--- src/rtl/dsk_pkg.sv ---
`timescale 1ns/1ps
package dsk_pkg;
   typedef enum logic [1:0] {
      ST_IDLE = 2'd0,
      ST_MEAS = 2'd1,
      ST_EVAL = 2'd2
   } dsk_state_e;
endpackage

--- src/rtl/dsk_lane.sv ---
`timescale 1ns/1ps
// One lane: sample delay line, tap select for alignment, first-departure stamp.
module dsk_lane #(
   parameter int MAX_OFF = 3,
   parameter int OW      = 2,
   parameter int CW      = 5
) (
   input  logic          clk,
   input  logic          rst_n,
   input  logic          samp_i,
   input  logic          ref_i,
   input  logic          arm_i,
   input  logic          meas_i,
   input  logic [CW-1:0] cnt_i,
   input  logic [OW-1:0] tap_i,
   output logic          raw_o,
   output logic          seen_o,
   output logic [CW-1:0] stamp_o,
   output logic          algn_o
);
   logic [MAX_OFF:0] sr;
   logic             pick;

   always_ff @(posedge clk) begin
      if (!rst_n) sr <= '0;
      else        sr <= {sr[MAX_OFF-1:0], samp_i};
   end

   assign raw_o = sr[0];

   // larger offset means the lane arrived later, so it needs a shorter delay
   always_comb begin
      pick = sr[MAX_OFF];
      for (int k = 0; k <= MAX_OFF; k++) begin
         if (tap_i == OW'(k)) pick = sr[MAX_OFF-k];
      end
   end

   always_ff @(posedge clk) begin
      if (!rst_n) algn_o <= 1'b0;
      else        algn_o <= pick;
   end

   always_ff @(posedge clk) begin
      if (!rst_n) begin
         seen_o  <= 1'b0;
         stamp_o <= '0;
      end else if (arm_i) begin
         seen_o  <= 1'b0;
      end else if (meas_i && !seen_o && (sr[0] != ref_i)) begin
         seen_o  <= 1'b1;
         stamp_o <= cnt_i;
      end
   end


   seen_hold_chk: assert property (@(posedge clk) disable iff (!rst_n)
      (seen_o && !arm_i) |=> seen_o);
endmodule

--- src/rtl/dsk_skew_eval.sv ---
`timescale 1ns/1ps
// Reduces per-lane stamps to a spread, range flags and candidate offsets.
module dsk_skew_eval #(
   parameter int NL        = 17,
   parameter int CW        = 5,
   parameter int OW        = 2,
   parameter int MAX_OFF   = 3,
   parameter int OOR_LIMIT = 2
) (
   input  logic [NL*CW-1:0] stamps_i,
   input  logic [NL-1:0]    seen_i,
   output logic             all_seen_o,
   output logic             in_range_o,
   output logic             oor_o,
   output logic [NL*OW-1:0] cand_o
);
   logic [CW-1:0] mn, mx, spread;

   always_comb begin
      mn = '1;
      mx = '0;
      for (int i = 0; i < NL; i++) begin
         if (stamps_i[i*CW +: CW] < mn) mn = stamps_i[i*CW +: CW];
         if (stamps_i[i*CW +: CW] > mx) mx = stamps_i[i*CW +: CW];
      end
   end

   assign spread     = mx - mn;
   assign all_seen_o = &seen_i;
   assign in_range_o = (spread <= CW'(MAX_OFF));
   assign oor_o      = (spread >  CW'(OOR_LIMIT));

   always_comb begin
      for (int i = 0; i < NL; i++) begin
         cand_o[i*OW +: OW] = OW'(stamps_i[i*CW +: CW] - mn);
      end
   end
endmodule

--- src/rtl/dsk_ctrl.sv ---
`timescale 1ns/1ps
// Run sequencing, optional confirmation, applied offsets and flags.
module dsk_ctrl
   import dsk_pkg::*;
#(
   parameter int NL         = 17,
   parameter int OW         = 2,
   parameter int CW         = 5,
   parameter int WIN        = 32,
   parameter bit CONFIRM_EN = 1'b1
) (
   input  logic             clk,
   input  logic             rst_n,
   input  logic             if_en,
   input  logic             cfg_confirm,
   input  logic             train_hit,
   input  logic             all_seen,
   input  logic             in_range,
   input  logic             oor_now,
   input  logic [NL*OW-1:0] cand,
   output logic             arm,
   output logic             meas,
   output logic [CW-1:0]    cnt,
   output logic [NL*OW-1:0] off_q,
   output logic             valid_q,
   output logic             oor_q
);
   dsk_state_e st;
   logic       accept;

   assign arm  = if_en && (st == ST_IDLE) && train_hit;
   assign meas = (st == ST_MEAS);

   always_ff @(posedge clk) begin
      if (!rst_n) begin
         st      <= ST_IDLE;
         cnt     <= '0;
         off_q   <= '0;
         valid_q <= 1'b0;
         oor_q   <= 1'b0;
      end else if (!if_en) begin
         st      <= ST_IDLE;
         cnt     <= '0;
         valid_q <= 1'b0;
      end else begin
         unique case (st)
            ST_IDLE: begin
               if (arm) begin
                  st  <= ST_MEAS;
                  cnt <= '0;
               end
            end
            ST_MEAS: begin
               if (cnt == CW'(WIN-1)) st <= ST_EVAL;
               else                   cnt <= cnt + 1'b1;
            end
            ST_EVAL: begin
               st <= ST_IDLE;
               if (all_seen) begin
                  oor_q <= oor_now;
                  if (in_range && accept) begin
                     off_q   <= cand;
                     valid_q <= 1'b1;
                  end
               end
            end
            default: st <= ST_IDLE;
         endcase
      end
   end

   generate
      if (CONFIRM_EN) begin : g_confirm
         logic [NL*OW-1:0] prev_q;
         logic             prev_v;

         always_ff @(posedge clk) begin
            if (!rst_n) begin
               prev_q <= '0;
               prev_v <= 1'b0;
            end else if (!if_en) begin
               prev_v <= 1'b0;
            end else if (st == ST_EVAL && all_seen) begin
               if (in_range) begin
                  prev_q <= cand;
                  prev_v <= 1'b1;
               end else begin
                  prev_v <= 1'b0;
               end
            end
         end

         assign accept = !cfg_confirm || (prev_v && (prev_q == cand));


         confirm_first_chk: assert property (@(posedge clk) disable iff (!rst_n)
            (if_en && st == ST_EVAL && cfg_confirm && !prev_v)
            |=> ($stable(off_q) && $stable(valid_q)));
      end else begin : g_single
         logic unused_confirm;
         assign unused_confirm = cfg_confirm;
         assign accept = 1'b1;
      end
   endgenerate


   en_drop_chk: assert property (@(posedge clk) disable iff (!rst_n)
      !if_en |=> !valid_q);

   valid_rise_chk: assert property (@(posedge clk) disable iff (!rst_n)
      $rose(valid_q) |-> $past(st == ST_EVAL));

   off_change_chk: assert property (@(posedge clk) disable iff (!rst_n)
      (off_q != $past(off_q)) |-> $past(st == ST_EVAL));

   oor_change_chk: assert property (@(posedge clk) disable iff (!rst_n)
      (oor_q != $past(oor_q)) |-> $past(st == ST_EVAL));

   meas_start_chk: assert property (@(posedge clk) disable iff (!rst_n)
      $rose(meas) |-> $past(train_hit && if_en));
endmodule

--- src/rtl/dsk_aligner.sv ---
`timescale 1ns/1ps
// Top: lane array, skew evaluation and run controller.
module dsk_aligner #(
   parameter int          DATA_W     = 16,
   parameter int          MAX_OFF    = 3,
   parameter int          OOR_LIMIT  = 2,
   parameter int          WIN        = 32,
   parameter logic [15:0] TRAIN_WORD = 16'h0FFF,
   parameter bit          CONFIRM_EN = 1'b1,
   localparam int         NL         = DATA_W + 1,
   localparam int         OW         = $clog2(MAX_OFF + 1)
) (
   input  logic             clk,
   input  logic             rst_n,
   input  logic             if_en,
   input  logic             cfg_confirm,
   input  logic             cfg_force,
   input  logic [NL*OW-1:0] cfg_phase,
   input  logic [DATA_W-1:0] lane_data,
   input  logic             lane_ctl,
   output logic [DATA_W-1:0] word_out,
   output logic             ctl_out,
   output logic             aligned_valid,
   output logic             skew_oor,
   output logic [NL*OW-1:0] lane_offsets
);
   localparam int CW = $clog2(WIN);

   if (MAX_OFF < 1)            begin : g_bad_off   $error("MAX_OFF must be at least 1"); end
   if (OOR_LIMIT > MAX_OFF)    begin : g_bad_oor   $error("OOR_LIMIT above MAX_OFF"); end
   if (WIN <= 2 * MAX_OFF + 2) begin : g_bad_win   $error("WIN too short for MAX_OFF"); end
   if (DATA_W < 2 || DATA_W > 16) begin : g_bad_w  $error("DATA_W out of range"); end

   logic [NL-1:0]    samp, refv, raw, seen, algn;
   logic [NL*CW-1:0] stamps;
   logic [NL*OW-1:0] cand, off_q;
   logic [CW-1:0]    cnt;
   logic             arm, meas, all_seen, in_range, oor_now, train_hit;

   assign samp      = {lane_ctl, lane_data};
   assign refv      = {1'b1, TRAIN_WORD[DATA_W-1:0]};
   assign train_hit = (raw == refv);

   generate
      for (genvar i = 0; i < NL; i++) begin : g_lane
         logic [OW-1:0] tap;
         assign tap = cfg_force ? cfg_phase[i*OW +: OW] : off_q[i*OW +: OW];

         dsk_lane #(.MAX_OFF(MAX_OFF), .OW(OW), .CW(CW)) lane_i (
            .clk    (clk),
            .rst_n  (rst_n),
            .samp_i (samp[i]),
            .ref_i  (refv[i]),
            .arm_i  (arm),
            .meas_i (meas),
            .cnt_i  (cnt),
            .tap_i  (tap),
            .raw_o  (raw[i]),
            .seen_o (seen[i]),
            .stamp_o(stamps[i*CW +: CW]),
            .algn_o (algn[i])
         );
      end
   endgenerate

   dsk_skew_eval #(
      .NL(NL), .CW(CW), .OW(OW), .MAX_OFF(MAX_OFF), .OOR_LIMIT(OOR_LIMIT)
   ) eval_i (
      .stamps_i  (stamps),
      .seen_i    (seen),
      .all_seen_o(all_seen),
      .in_range_o(in_range),
      .oor_o     (oor_now),
      .cand_o    (cand)
   );

   dsk_ctrl #(
      .NL(NL), .OW(OW), .CW(CW), .WIN(WIN), .CONFIRM_EN(CONFIRM_EN)
   ) ctrl_i (
      .clk        (clk),
      .rst_n      (rst_n),
      .if_en      (if_en),
      .cfg_confirm(cfg_confirm),
      .train_hit  (train_hit),
      .all_seen   (all_seen),
      .in_range   (in_range),
      .oor_now    (oor_now),
      .cand       (cand),
      .arm        (arm),
      .meas       (meas),
      .cnt        (cnt),
      .off_q      (off_q),
      .valid_q    (aligned_valid),
      .oor_q      (skew_oor)
   );

   assign word_out     = algn[DATA_W-1:0];
   assign ctl_out      = algn[DATA_W];
   assign lane_offsets = off_q;
endmodule

--- config.mk ---
export PLATFORM = sky130hd
export DESIGN_NAME = dsk_aligner
export DESIGN_NICKNAME = d
export VERILOG_FILES = /design/src/rtl/dsk_pkg.sv /design/src/rtl/dsk_lane.sv /design/src/rtl/dsk_skew_eval.sv /design/src/rtl/dsk_ctrl.sv /design/src/rtl/dsk_aligner.sv
export SDC_FILE = /design/constraint.sdc
export NUM_CORES = 1
export LEC_CHECK = 0
export BUFFER_PORTS_ARGS = -buffer_cell sky130_fd_sc_hd__clkbuf_2
export CAP_MARGIN = 20
export CORE_ASPECT_RATIO = 2
export CORE_MARGIN = 2
export CORE_UTILIZATION = 52
export CTS_CLUSTER_DIAMETER = 150
export DETAILED_ROUTE_END_ITERATION = 8
export PLACE_DENSITY = 0.71
export SLEW_MARGIN = 5
export SYNTH_ARGS = -nofsm -noshare
export SYNTH_HDL_FRONTEND = slang
export SYNTH_SLANG_ARGS = --single-unit
--- constraint.sdc ---
create_clock -name clk -period 55.8 [get_ports clk]
set_clock_uncertainty 0.05 [all_clocks]
set_input_delay 2.79 -clock clk [delete_from_list [all_inputs] [get_ports clk]]
set_output_delay 2.79 -clock clk [all_outputs]
set_load 0.01 [all_outputs]
### Word-level counts from Yosys, hierarchy flattened

Cells that the tools add are included.

* add/subtract/negate cells: 19
* magnitude comparators: 36
* equality and inequality tests: 59
* multiplexer cells: 109
* bitwise gates (word level): 15
* reductions and logical operators: 86

Operators by type and width (count)
* $mux W5: 36
* $gt A5 B5 Y1: 16
* $lt A5 B5 Y1: 16
* $eq A2 B2 Y1 const B: 35
* $mux W1: 52
* $logic_and A1 B1 Y1: 39
* $mux W2: 19
* $reduce_and A19 Y1: 2
* $reduce_and A2 Y1: 19
* $eq A2 B1 Y1 const B: 18
* $eq A34 B34 Y1: 1
* $sub A2 B2 Y2: 17
* $reduce_and A20 Y1: 1
* $logic_not A1 Y1: 18
* $eq A17 B17 Y1 const B: 1
* $reduce_and A17 Y1: 1
* $not A1 Y1: 15
* $pmux W5 S2: 1
* $reduce_and A3 Y1: 2
* $add A5 B1 Y5 const B: 1
* $eq A5 B5 Y1 const B: 1
* $gt A5 B1 Y1 const B: 1
* $gt A5 B2 Y1 const B: 1
* $le A5 B2 Y1 const B: 1
* 9 further kinds: 10

* register bits: 265
* input port bits: 56
* output and inout port bits: 53
* logic and storage cells: 399

### Longest topological paths before layout

Gate-level depths: netlist of the first run.

* depth in word-level cells: 40
* gate-level depth with buffers: 159

### By module

Synthesis of the first run repeated with hierarchy kept, for this count alone.

* cell total of the unflattened synthesis: 2155
* area total of the unflattened synthesis: 18466.5 um^2

Modules (own cells, without submodules)
* dsk_skew_eval: times used 1, cells an instance 1043, area each 7543.5 um^2, sequential area each 0.0 um^2
* dsk_lane: times used 17, cells an instance 39, area each 409.1 um^2, sequential area each 220.2 um^2
* dsk_ctrl: times used 1, cells an instance 403, area each 3512.1 um^2, sequential area each 1561.5 um^2
* dsk_aligner: times used 1, cells an instance 46, area each 455.4 um^2, sequential area each 0.0 um^2

### Worst setup path after synthesis of the first run

OpenSTA, ideal clock, no wires.

* kind: reg-to-reg
* from: reg g_lane[0].lane_i.stamp_o[1]
* to: reg ctrl_i.off_q[0]
* setup time: 115 ps
* data arrival time: 29775 ps
* setup slack: 25861 ps
* stages on the path, launching flop included: 142
* period minus slack after synthesis: 29939 ps
* cells stage by stage: dfxtp_1 clkbuf_1 inv_1 ha_1 nand4_1 o221ai_2 mux2i_1 ha_1 a211oi_2 o21a_1 o211ai_1 a21o_1 nand2_1 ha_1 and4_1 a2111oi_4 a32oi_1 and2_4 (+106 left out) a21o_1 a21oi_1 o21a_1 nand2_1 o21ai_0 ha_1 xor2_1 nor2_1 a2111oi_0 a31oi_1 or4_1 a221oi_1 nand3_1 o41a_1 buf_6 buf_6 o31a_1 o21a_1

* cells in the longest elaborated chain, start to end: 40
* elaborated cells between the ends (all ways): 92
* classes of those cells: add/sub (18); order compare (35); eq/ne (1); mux (34); reduce/logical (4)

Ends and longest elaborated chain
* start, declared: line dsk_lane.sv:18 `output logic [CW-1:0] stamp_o,`
* start signal, assigned: line dsk_lane.sv:52 `stamp_o <= cnt_i;`
* parallel branches: the longest is 40 deep, another holds $gt A5 B1 Y1
* end signal, assigned: line dsk_ctrl.sv:62 `off_q <= cand;`
* end, declared: line dsk_ctrl.sv:24 `output logic [NL*OW-1:0] off_q,`

Several ways; the timed one is not identified.
A chain may end at the register's enable or synchronous reset.

### Final worst setup path of the first run

* from: reg g_lane[0].lane_i.stamp_o[1]
* to: reg ctrl_i.off_q[24]

The elaborated chain is that of the path after synthesis.

==> summary.txt, run 1 <==
Status
  • Status: finished, final reports clean

Place
  • PortBufs: 108
  • DP Area: 19440 um2
  • RD Place Congestion: 0.9478
  • Hpwl dp: 45070 um

Worst setup path
  • Critical path peak fanout: 51
  • Critical path class: reg -> reg
  • Crit path capture type: flop
  • Type of origin of the critical path: flop
  • Max stage delay on crit path: 0.98 ns
  • Most frequent CP cell: ha_1
  • WP data required: 56.18 ns
  • FF-to-FF path depth: 135
  • Arrival time at the worst endpoint: 34.90 ns
  • Slowest cell on the critical path: o31ai_1

Synth
  • Top_reg_cell synth: dfxtp_1
  • Post-synthesis compound-gate area fraction: 0.2213
  • Adder-cell share of the synthesized area: 0.1129
  • Syn Nets: 2361
  • Mux cell area share after synthesis: 0.1040
  • Simple-gate share of the synthesized area: 0.1939
  • Main combinational cell family by area after synthesis: compound AO/OA/AOI/OAI gates
  • Yosys warnings: 0
  • Synthesized cell area: 18680 um2
  • Register bit count reported by yosys: 265
  • Sequential fraction of the synthesis area: 0.2840
  • Netlist cell types: 94
  • Number of flops mapped to enable cells by yosys: 0
  • Post-Synth XOR/XNOR Area: 0.03611
  • Asr flop ratio synth: 0
  • Synth Instances: 2137
  • Mean Syn Cell Area: 8.740 um2

Route
  • Via count: 16210
  • DRC viols: 0
  • Routed vias/inst: 6.135
  • Wire per inst: 21.70 um
  • DRT Pass-1 Iters: 5
  • Post-route ant nets: 0
  • Initial DRC count: 808
  • Drt total wl: 57350 um

CTS
  • CTS tree: yes
  • Clock buffer depth: 3
  • Setup Buffers After CTS: 0
  • Num CTS Buffers: 24
  • Root Buffer: clkbuf_16
  • H-tree Lvls: 1
  • CTS clk-pin slew, worst paths: 0.07 ns
  • # clock sinks: 265
  • Clk Latency, worst-skew pair: 0.57 ns
  • Post-CTS Hold Fix Bufs: 0
  • Post-CTS resize count: 0

STA
  • Final min period: 34.52 ns
  • Final Hold Vio Count: 0
  • Worst rel slew slack: 0.2211
  • Final Max Tran Viols: 0
  • Final setup viols: 0
  • Crit share post-route: 0.6185
  • Fmax: 28.97 MHz
  • Setup TNS: 0 ns
  • RSZ-0062 raised after global routing: false
  • Worst slew pin tran: 1.158 ns

Die
  • Core area: 35560 um2
  • Die width: 138.0 um
  • Initial Utilization: 0.5253
  • Rows: 98
  • Die Area: 37540 um2
  • Ports: 109
  • DIE HEIGHT: 272.0 um

Global route
  • Global-route wire length before repair: 88870 um
  • GR Overflow Total: 0
  • Largest net degree at the start of global routing: 124
  • Antenna violations before repair: 0
  • Number of global-route vias before repair: 16320
  • GR Util met2: 0.5683
  • Total track usage: 0.2981
  • Grt peak-use layer: met2
  • Met1 usage: 0.2757
  • GR Layer Usage met3: 0.03604

Flow run
  • MaxCap Viol Count: 0

Finish
  • Most common cell after layout, fill and taps aside: dfxtp_1
  • Final #Nets: 2403
  • Post-route cell area: 20230 um2
  • Fin util: 0.5688
  • Area grow syn2layout: 8.286%
  • ANT cells: 0
  • Layout cells sized above 1: 0.1195
  • Most frequent cells in the layout: 265 x dfxtp_1, 167 x ha_1, 151 x nor2_1

Min path
  • Hold depth: 1
  • Hold Path Class: reg -> reg

Pwr
  • Lkg Pwr: 8.066 nW
  • PD cells: 18.34 nW/um2
  • Maximum VDD drop: 0.02941 mV
sequential cells by signal (all words and copies together) (netlist names):
| name | cells |
|---|---|
| g_lane.lane_i.stamp_o | 85 |
| g_lane.lane_i.sr | 68 |
| ctrl_i.g_confirm.prev_q | 34 |
| ctrl_i.off_q | 34 |
| g_lane.lane_i.algn_o | 17 |
| g_lane.lane_i.seen_o | 17 |
| ctrl_i.cnt | 5 |
| ctrl_i.st | 2 |
| ctrl_i.g_confirm.prev_v | 1 |
| ctrl_i.oor_q | 1 |
| ctrl_i.valid_q | 1 |
cells in the mapped netlist, drive strengths merged (9+ instances only):
cell type,n,area share
a211oi,28,0.012
dfxtp,265,0.28
a211o,9,0.0042
xor2,35,0.016
xnor2,42,0.020
nand2b,20,0.0067
and3,11,0.0040
o211ai,11,0.0047
nor3,32,0.0086
o21ai,113,0.030
o21a,64,0.026
nor2b,105,0.035
buf,41,0.014
a22oi,9,0.0036
a21o,31,0.012
and2,105,0.035
or2,13,0.0044
nand4,37,0.013
ha,167,0.11
mux2,14,0.0084
o31ai,27,0.011
o31a,18,0.0084
or3,22,0.0074
clkbuf,82,0.017
nor4,25,0.0084
inv,84,0.017
mux4,17,0.020
a21oi,73,0.020
nand2,102,0.021
a21boi,65,0.026
nor2,151,0.030
nand3,42,0.011
mux2i,140,0.075
a41oi,14,0.0066
a31oi,23,0.0096
final timing paths:
kind / from / endpoint / slack, ns
setup / recovery: g_lane[0].lane_i.stamp_o[1] / ctrl_i.off_q[24] / 21.29
hold / removal: g_lane[1].lane_i.sr[1] / g_lane[1].lane_i.sr[2] / 0.41
setup reg to reg: g_lane[0].lane_i.stamp_o[1] / ctrl_i.off_q[24] / 21.29
hold reg to reg: g_lane[1].lane_i.sr[1] / g_lane[1].lane_i.sr[2] / 0.41
through the flow:
stage | setup slack [ns] | cells | power [mW] | hold WS [ns]
global placement | 22.23 | 2596 | 0.2102 | 0.3857
CTS | 20.94 | 2639 | 0.3733 | 0.4101
detailed placement | 21.14 | 2599 | 0.2104 | 0.3978
global route | 18.57 | 2643 | 0.3802 | 0.4310
finish | 21.29 | 2643 | 0.3709 | 0.4093
floorplan | 25.86 | 2137 | 0.2055 | 0.3795
area by class of cell:
| type | count | area [um2] |
|---|---|---|
| Fill cell | 3252 | 15330 |
| Tap cell | 450 | 563.0 |
| Timing Repair Buffer | 139 | 768.2 |
| Clock buffer | 30 | 653.1 |
| Clock inverter | 10 | 106.4 |
| Multi-Input combinational cell | 1665 | 12510 |
| Sequential cell | 265 | 5305 |
| Inverter | 84 | 315.3 |
power breakdown:
| part | total [mW] | leakage, nW | switching, mW | internal, mW |
|---|---|---|---|---|
| registers | 0.193 | 2.14 | 0.00173 | 0.191 |
| logic | 0.0133 | 5.55 | 0.00695 | 0.00635 |
| clock network | 0.165 | 0.374 | 0.0767 | 0.0881 |
cells by family after synthesis:
family	after synthesis
multiplexers	171
buffers and inverters	207
XOR/XNOR	77
AND/OR/NAND/NOR	686
AO/OA/AOI/OAI	563
flip-flops	265
adder cells (fa/ha/maj)	168
layer usage:
layer	routed length [um]	part of all wire
met2	30050	0.52
met4	5987	0.10
met1	19340	0.34
met3	1974	0.034
met5	0	0
worst max-delay path, delay by kind of cell, from the launching register on:
| kind | cells | cell delay (ns) |
|---|---|---|
| flops | 1 | 0.51 |
| mux | 3 | 0.85 |
| xor+xnor | 1 | 0.86 |
| simple gates | 32 | 5.97 |
| compound gates | 72 | 19.97 |
| fa+ha+maj | 17 | 4.91 |
| buf+inv | 10 | 1.16 |
No activity file was read; power rests on OpenSTA's default activity.
==> run 2: changes to the inputs <==
==> constraint.sdc (replaced) <==
create_clock -name clk -period 32.3 [get_ports clk]
set_clock_uncertainty 0.05 [all_clocks]
set_input_delay 1.615 -clock clk [delete_from_list [all_inputs] [get_ports clk]]
set_output_delay 1.615 -clock clk [all_outputs]
set_load 0.01 [all_outputs]
==> run 2 against run 1 <==
Against the previous run: non-clock buffer count increased by 20; worst hold slack worse by 0.013 ns; largest power group unchanged; final cell count is 0.95% higher; first-iteration DRC count grew 4.8%; clock-buffer cell count increased by 2.
==> summary.txt, run 2 (synthesis gave the netlist of run 1 again) <==
Status
  • Status: finished, final reports clean

CTS
  • H-tree Lvls: 1 (unchanged)
  • Root Buffer: clkbuf_16
  • Num CTS Buffers: 24 (unchanged)
  • Clk Latency, worst-skew pair: 0.57 ns (about the same)
  • Clock buffer depth: 3 (unchanged)
  • CTS clk-pin slew, worst paths: 0.07 ns (about the same)
  • CTS tree: yes
  • # clock sinks: 265 (unchanged)

Route
  • Drt total wl: 58260 um (+1.6%)
  • DRT Pass-1 Iters: 6 (+1)
  • DRC viols: 0 (unchanged)
  • Via count: 16580 (+2.3%)
  • Post-route ant nets: 0 (unchanged)
  • Routed vias/inst: 6.215 (+1.3%)
  • Wire per inst: 21.83 um (+0.62%)
  • Initial DRC count: 847 (+4.8%)

Global route
  • Global-route wire length before repair: 89810 um (+1.1%)
  • Number of global-route vias before repair: 16550 (+1.4%)
  • GR Overflow Total: 0 (unchanged)
  • Antenna violations before repair: 0 (unchanged)
  • Largest net degree at the start of global routing: 125 (+0.81%)
  • Total track usage: 0.3013 (+0.003209)

Place
  • Hpwl dp: 45770 um (+1.5%)
  • DP Area: 19500 um2 (+0.30%)
  • RD Place Congestion: 0.9449 (-0.31%)
  • PortBufs: 108 (unchanged)
  • Placement Setup Slack: -0.7201 ns (-21.86 ns)
  • Dpl cells: 2605 (+0.23%)

STA
  • Final min period: 30.45 ns (-4.067 ns)
  • Final Hold Vio Count: 0 (unchanged)
  • Final Max Tran Viols: 0 (unchanged)
  • Worst rel slew slack: 0.2820 (+0.06092)
  • Post-route setup slack: 1.852 ns (-19.43 ns)
  • Crit share post-route: 0.9427 (+0.3241)
  • Worst slew pin tran: 1.076 ns (-0.08295 ns)
  • Final setup viols: 0 (unchanged)
  • Fmax: 32.84 MHz (+13%)
  • Hold WS: 0.3959 ns (-0.01339 ns)

Die
  • DIE HEIGHT: 272.0 um (unchanged)
  • Rows: 98 (unchanged)
  • Core area: 35560 um2 (unchanged)
  • Die Area: 37540 um2 (unchanged)
  • Ports: 109 (unchanged)
  • Die width: 138.0 um (unchanged)
  • Initial Utilization: 0.5253 (unchanged)

Worst setup path
  • WP buf/inv: 14 (+4)
  • Critical path peak fanout: 51 (unchanged)
  • Max stage delay on crit path: 0.53 ns (-0.45 ns)
  • Crit path max-delay family: compound AO/OA/AOI/OAI gates
  • Slack of the worst reg-to-reg path: 1.85 ns (-19.43 ns)
  • Type of origin of the critical path: flop
  • CP Depth: 135 (unchanged)
  • WP data required: 32.70 ns (-23.48 ns)
  • Slowest cell on the critical path: or4_1
  • Crit path capture type: flop
  • R2R Path Start: g_lane[0].lane_i.stamp_o[2]
  • Arrival time at the worst endpoint: 30.85 ns (-4.05 ns)
  • End of the worst register-to-register path: ctrl_i.off_q[12]
  • Most frequent CP cell: ha_1
  • Critical path class: reg -> reg
  • FF-to-FF path depth: 135 (unchanged)

Finish
  • Layout cells sized above 1: 0.1456 (+0.02616)
  • Post-route cell area: 20730 um2 (+2.5%)
  • Largest Register: g_lane.lane_i.stamp_o
  • Final #Nets: 2424 (+0.87%)
  • Max FFs per register: 85 (unchanged)
  • Most frequent cells in the layout: 264 x dfxtp_1, 166 x ha_1, 150 x nor2_1
  • Fin util: 0.5831 (+0.01432)
  • Most common cell after layout, fill and taps aside: dfxtp_1
  • Area grow syn2layout: 11.01%
  • Top Registers: g_lane.lane_i.stamp_o (85), g_lane.lane_i.sr (68)
  • Cell Count, Final, Fillers Out: 2668 (+0.95%)
  • ANT cells: 0 (unchanged)

Flow run
  • MaxCap Viol Count: 0 (unchanged)

Pwr
  • PD cells: 31.89 nW/um2 (+74%)
  • Maximum VDD drop: 0.05165 mV (+76%)
  • Lkg Pwr: 8.252 nW (+2.3%)

Min path
  • Min-Delay Endpoint: g_lane[6].lane_i.sr[2]
  • Hold depth: 1 (unchanged)
  • Min-delay src: g_lane[6].lane_i.sr[1]
  • Hold Path Class: reg -> reg
-- run 2: cell count changes in the layout (fill, tap and decap cells not counted), moves of 3 or more --
cell | before | now
nor3_1 | 31 | 26
nor3_2 | 1 | 5
o21ai_2 | 1 | 6
a211oi_2 | 4 | 8
a211oi_1 | 24 | 19
a22oi_1 | 9 | 6
o21ai_0 | 101 | 90
o21ai_1 | 11 | 17
a22oi_2 | 0 | 3
buf_4 | 27 | 45
-- run 2: cell type report --
cell class,instances,area (um2)
clock inverters,12,183.9
well taps,450,563.0
multi-input cells,1666,12770
clock buffers,32,660.6
repair buffers,159,937.1
flip-flops and latches,265,5306
fillers,3245,14820
inverters,84,315.3
-- run 2: how the worst max path moves through the flow --
| stage | from | to |
|---|---|---|
| 5_1_grt | g_lane[0].lane_i.stamp_o[2] | ctrl_i.off_q[22] |
| 3_3_place_gp | g_lane[0].lane_i.stamp_o[1] | ctrl_i.off_q[0] |
| 6_report | g_lane[0].lane_i.stamp_o[2] | ctrl_i.off_q[12] |
| 3_5_place_dp | g_lane[0].lane_i.stamp_o[1] | ctrl_i.off_q[12] |
| 2_1_floorplan | g_lane[0].lane_i.stamp_o[1] | ctrl_i.off_q[0] |
| 4_1_cts | g_lane[0].lane_i.stamp_o[1] | ctrl_i.off_q[22] |
-- run 2: power by group --
part / internal, mW / total [mW] / switching, mW
Clock: 0.171 / 0.305 / 0.134
Combinational: 0.0110 / 0.0228 / 0.0118
Sequential: 0.330 / 0.333 / 0.00322
Total: 0.512 / 0.661 / 0.149
-- run 2: timing repair --
action / 4_1_cts / 5_1_grt
setup buffers: 0 / 15
gates cloned: 0 / 1
resized for setup: 9 / 51
hold buffers: 0 / 0
endpoints found under the setup margin: 35 / 71
pin swaps: 0 / 6
-- run 2: routing by layer --
| layer | share of wire | track usage | up-vias |
|---|---|---|---|
| li1 | - | - | 7912 |
| met1 | 0.33 | 0.2841 | 7921 |
| met2 | 0.53 | 0.5809 | 509 |
| met3 | 0.038 | 0.02672 | 240 |
| met4 | 0.10 | 0.2492 | 0 |
| met5 | 0 | 0 | - |
-- run 2: through the flow --
stage	TNS [ns]	power (mW)
floorplan	0	0.3550
global placement	0	0.3631
detailed placement	-22.21	0.3635
CTS	0	0.6657
global route	-1.344	0.6793
finish	0	0.6612
-- run 2: worst register-to-register path, delay by kind of cell (launching register included) --
kind                     cells  cell delay, ns
buffers and inverters       14            1.98
adder cells (fa/ha/maj)     17            5.10
flip-flops                   1            0.46
AND/OR/NAND/NOR             34            6.45
AO/OA/AOI/OAI               65           14.84
XOR/XNOR                     1            0.34
multiplexers                 4            1.12
==> run 3: changes to the inputs <==
--- a/config.mk
+++ b/config.mk
@@ -13,7 +13,9 @@
 export CTS_CLUSTER_DIAMETER = 150
 export DETAILED_ROUTE_END_ITERATION = 8
 export PLACE_DENSITY = 0.71
+export REMOVE_ABC_BUFFERS = 1
 export SLEW_MARGIN = 5
 export SYNTH_ARGS = -nofsm -noshare
 export SYNTH_HDL_FRONTEND = slang
+export SYNTH_HIERARCHICAL = 1
 export SYNTH_SLANG_ARGS = --single-unit
==> run 3 against run 2 <==
Against the previous run: first-iteration DRC count down 16%; critical path depth up 4; core utilization down 0.41 points; critical path type unchanged; synthesized area down 1.1%; synthesized cell count up 0.84%; setup slack better by 0.39 ns; final cell count up 1.7%; critical endpoint is now ctrl_i/off_q[20]; sequential power about the same; power up 1.4%; routed wire length down 5.5%; largest power group unchanged; die area down 1.1%.
==> summary.txt, run 3 <==
Status
  • Status: finished, final reports clean

Route
  • Via count: 16010 (-3.5%)
  • Wire per inst: 20.28 um (-7.1%)
  • DRT Pass-1 Iters: 5 (-1)
  • Initial DRC count: 712 (-16%)
  • Post-route ant nets: 0 (unchanged)
  • Routed vias/inst: 5.898 (-5.1%)
  • DRC viols: 0 (unchanged)
  • Drt total wl: 55050 um (-5.5%)

Place
  • RD Place Congestion: 0.9858 (+4.3%)
  • PortBufs: 108 (unchanged)
  • Dpl cells: 2661 (+2.1%)
  • Hpwl dp: 42800 um (-6.5%)

Pwr
  • Maximum VDD drop: 0.04101 mV (-21%)
  • Final Power: 670.7 uW (+1.4%)
  • PD cells: 33.03 nW/um2 (+3.6%)
  • Lkg Pwr: 8.350 nW (+1.2%)

CTS
  • Clock buffer depth: 3 (unchanged)
  • Num CTS Buffers: 26 (+8.3%)
  • CTS clk-pin slew, worst paths: 0.07 ns (about the same)
  • Clk Latency, worst-skew pair: 0.55 ns (-0.02 ns)
  • H-tree Lvls: 1 (unchanged)
  • # clock sinks: 265 (unchanged)
  • Root Buffer: clkbuf_16
  • CTS tree: yes

Synth
  • Yosys warnings: 6 (+6)
  • Commonest cells post-synth: 391 x nand2_1, 265 x dfxtp_1, 167 x ha_1
  • Top-area cell type share of the netlist area: 0.2873 (+0.003252)
  • Synth Instances: 2155 (+0.84%)
  • Asr flop ratio synth: 0 (unchanged)
  • Area contributors post-synth: dfxtp_1 29%, ha_1 11%, nand2_1 7.9%
  • Register bit count reported by yosys: 265 (unchanged)
  • Sequential fraction of the synthesis area: 0.2873 (+0.003252)
  • Synthesized cell area: 18470 um2 (-1.1%)
  • Netlist cell types: 96 (+2.1%)
  • Top_reg_cell synth: dfxtp_1
  • Count leader, synth: nand2_1
  • Number of flops mapped to enable cells by yosys: 0 (unchanged)
  • Mean Syn Cell Area: 8.569 um2 (-2.0%)
  • Synth area leader: dfxtp_1

Worst setup path
  • Critical path peak fanout: 17 (-67%)
  • Type of origin of the critical path: flop
  • Slack of the worst reg-to-reg path: 2.24 ns (+0.39 ns)
  • Slowest cell on the critical path: o31ai_4
  • Critical path class: reg -> reg
  • R2R Path Start: g_lane[0].lane_i/stamp_o[2]
  • End of the worst register-to-register path: ctrl_i/off_q[20]
  • WP data required: 32.72 ns (+0.02 ns)
  • FF-to-FF path depth: 139 (+3.0%)
  • Arrival time at the worst endpoint: 30.48 ns (-0.37 ns)
  • Crit path capture type: flop
  • Max stage delay on crit path: 0.41 ns (-0.12 ns)
  • Most frequent CP cell: ha_1

Global route
  • Largest net degree at the start of global routing: 163 (+30%)
  • Global-route wire length before repair: 84200 um (-6.2%)
  • Total track usage: 0.2910 (-0.01025)
  • GR Layer Usage met3: 0.03373 (+0.007004)
  • Number of global-route vias before repair: 16140 (-2.5%)
  • GR Overflow Total: 0 (unchanged)
  • Grt peak-use layer: met2
  • Met1 usage: 0.2731 (-0.01103)
  • Antenna violations before repair: 0 (unchanged)
  • GR Util met2: 0.5475 (-0.03338)

STA
  • Crit share post-route: 0.9306 (-0.01203)
  • Worst rel slew slack: 0.2754 (-0.006620)
  • Final Hold Vio Count: 0 (unchanged)
  • Worst slew pin tran: 1.087 ns (+0.01140 ns)
  • Fmax: 33.27 MHz (+1.3%)
  • Final setup viols: 0 (unchanged)
  • Final Max Tran Viols: 0 (unchanged)
  • Final min period: 30.06 ns (-0.3885 ns)

Die
  • Die width: 137.3 um (-0.55%)
  • Die Area: 37130 um2 (-1.1%)
  • DIE HEIGHT: 270.5 um (-0.56%)
  • Core area: 35070 um2 (-1.4%)
  • Rows: 97 (-1.0%)
  • Initial Utilization: 0.5265 (+0.001223)
  • Ports: 109 (unchanged)

Finish
  • Cell Count, Final, Fillers Out: 2714 (+1.7%)
  • Most common cell after layout, fill and taps aside: nand2_1
  • Area grow syn2layout: 9.967%
  • Final #Nets: 2474 (+2.1%)
  • Layout cells sized above 1: 0.1468 (+0.001134)
  • Most frequent cells in the layout: 391 x nand2_1, 265 x dfxtp_1, 167 x ha_1
  • Largest Register: g_lane.lane_i/stamp_o
  • Top Registers: g_lane.lane_i/stamp_o (85), g_lane.lane_i/sr (68)
  • Max FFs per register: 85 (unchanged)
  • ANT cells: 0 (unchanged)

Min path
  • Min-Delay Endpoint: g_lane[1].lane_i/sr[3]
  • Hold depth: 1 (unchanged)
  • Min-delay src: g_lane[1].lane_i/sr[2]
  • Hold Path Class: reg -> reg

Flow run
  • MaxCap Viol Count: 0 (unchanged)
[run 3: cell types whose count changed after synthesis, moves of 24 or more]
cell / change
nor2b_1: -88
mux2_2: +40
o21ai_0: -24
clkbuf_1: -33
nand2_1: +290
o21a_1: -33
nor2_1: -55
inv_1: +28
[run 3: cells by family after synthesis]
logic type               synth area share
XOR/XNOR                          0.04208
AND/OR/NAND/NOR                    0.2069
other                           0.0004067
buffers and inverters             0.05027
multiplexers                       0.1301
AO/OA/AOI/OAI                      0.1687
flip-flops                         0.2873
adder cells (fa/ha/maj)            0.1142
[run 3: worst max path at each step]
stage	startpoint	end	slack, ns	cells past startpoint
6_report	g_lane[0].lane_i/stamp_o[2]	ctrl_i/off_q[20]	2.24	139
5_1_grt	g_lane[0].lane_i/stamp_o[3]	ctrl_i/off_q[7]	-0.04	140
4_1_cts	g_lane[0].lane_i/stamp_o[2]	ctrl_i/off_q[22]	0.54	137
3_5_place_dp	g_lane[0].lane_i/stamp_o[2]	ctrl_i/off_q[22]	0.61	133
3_3_place_gp	g_lane[0].lane_i/stamp_o[2]	ctrl_i/off_q[15]	1.59	135
2_1_floorplan	g_lane[0].lane_i/stamp_o[2]	ctrl_i/off_q[0]	4.34	134
[run 3: critical path: cells and delay by family (launching register included)]
family	cells	cell delay (ns)
compound gates	72	15.90
fa+ha+maj	17	4.51
buf+inv	10	1.19
flops	1	0.40
mux	4	1.30
simple gates	36	6.53
[run 3: layout make-up]
type	count	area (um2)
clock buffers	36	739.5
inverters	115	431.7
multi-input cells	1714	12420
clock inverters	11	127.6
fillers	3192	14770
well taps	445	556.8
repair buffers	128	725.7
flip-flops and latches	265	5305
[run 3: per-layer routing]
layer  routed length [um]  vias to the layer above  part of all wire
met3                 1864                      221             0.034
met1                18850                     7586              0.34
met2                29240                      432              0.53
met4                 5092                        0             0.092
met5                    0                        -                 0
li1                     -                     7769                 -
[run 3: per-stage QoR]
stage               instance area [um2]  TNS, ns  utilization  hold slack [ns]  setup slack, ns
floorplan                         18030        0            -           0.3795            4.341
global placement                  19250        0       0.5487           0.3848            1.589
detailed placement                19250        0       0.5487           0.3953           0.6079
CTS                               20110        0       0.5735           0.4126           0.5373
finish                            20310        0       0.5790           0.4099            2.240
global route                      20310  -0.4669       0.5790           0.4151         -0.03929
[run 3: repair_timing]
item	4_1_cts	5_1_grt
resized for setup	0	29
hold buffers	0	0
buffers inserted	0	5
endpoints found under the setup margin	0	71
[run 3: power by group]
| group | internal [mW] | total, mW | switching, mW | leakage, nW |
|---|---|---|---|---|
| logic | 0.0108 | 0.0235 | 0.0127 | 5.78 |
| registers | 0.330 | 0.333 | 0.00265 | 2.14 |
| clock network | 0.178 | 0.314 | 0.137 | 0.426 |
| total | 0.518 | 0.671 | 0.152 | 8.35 |
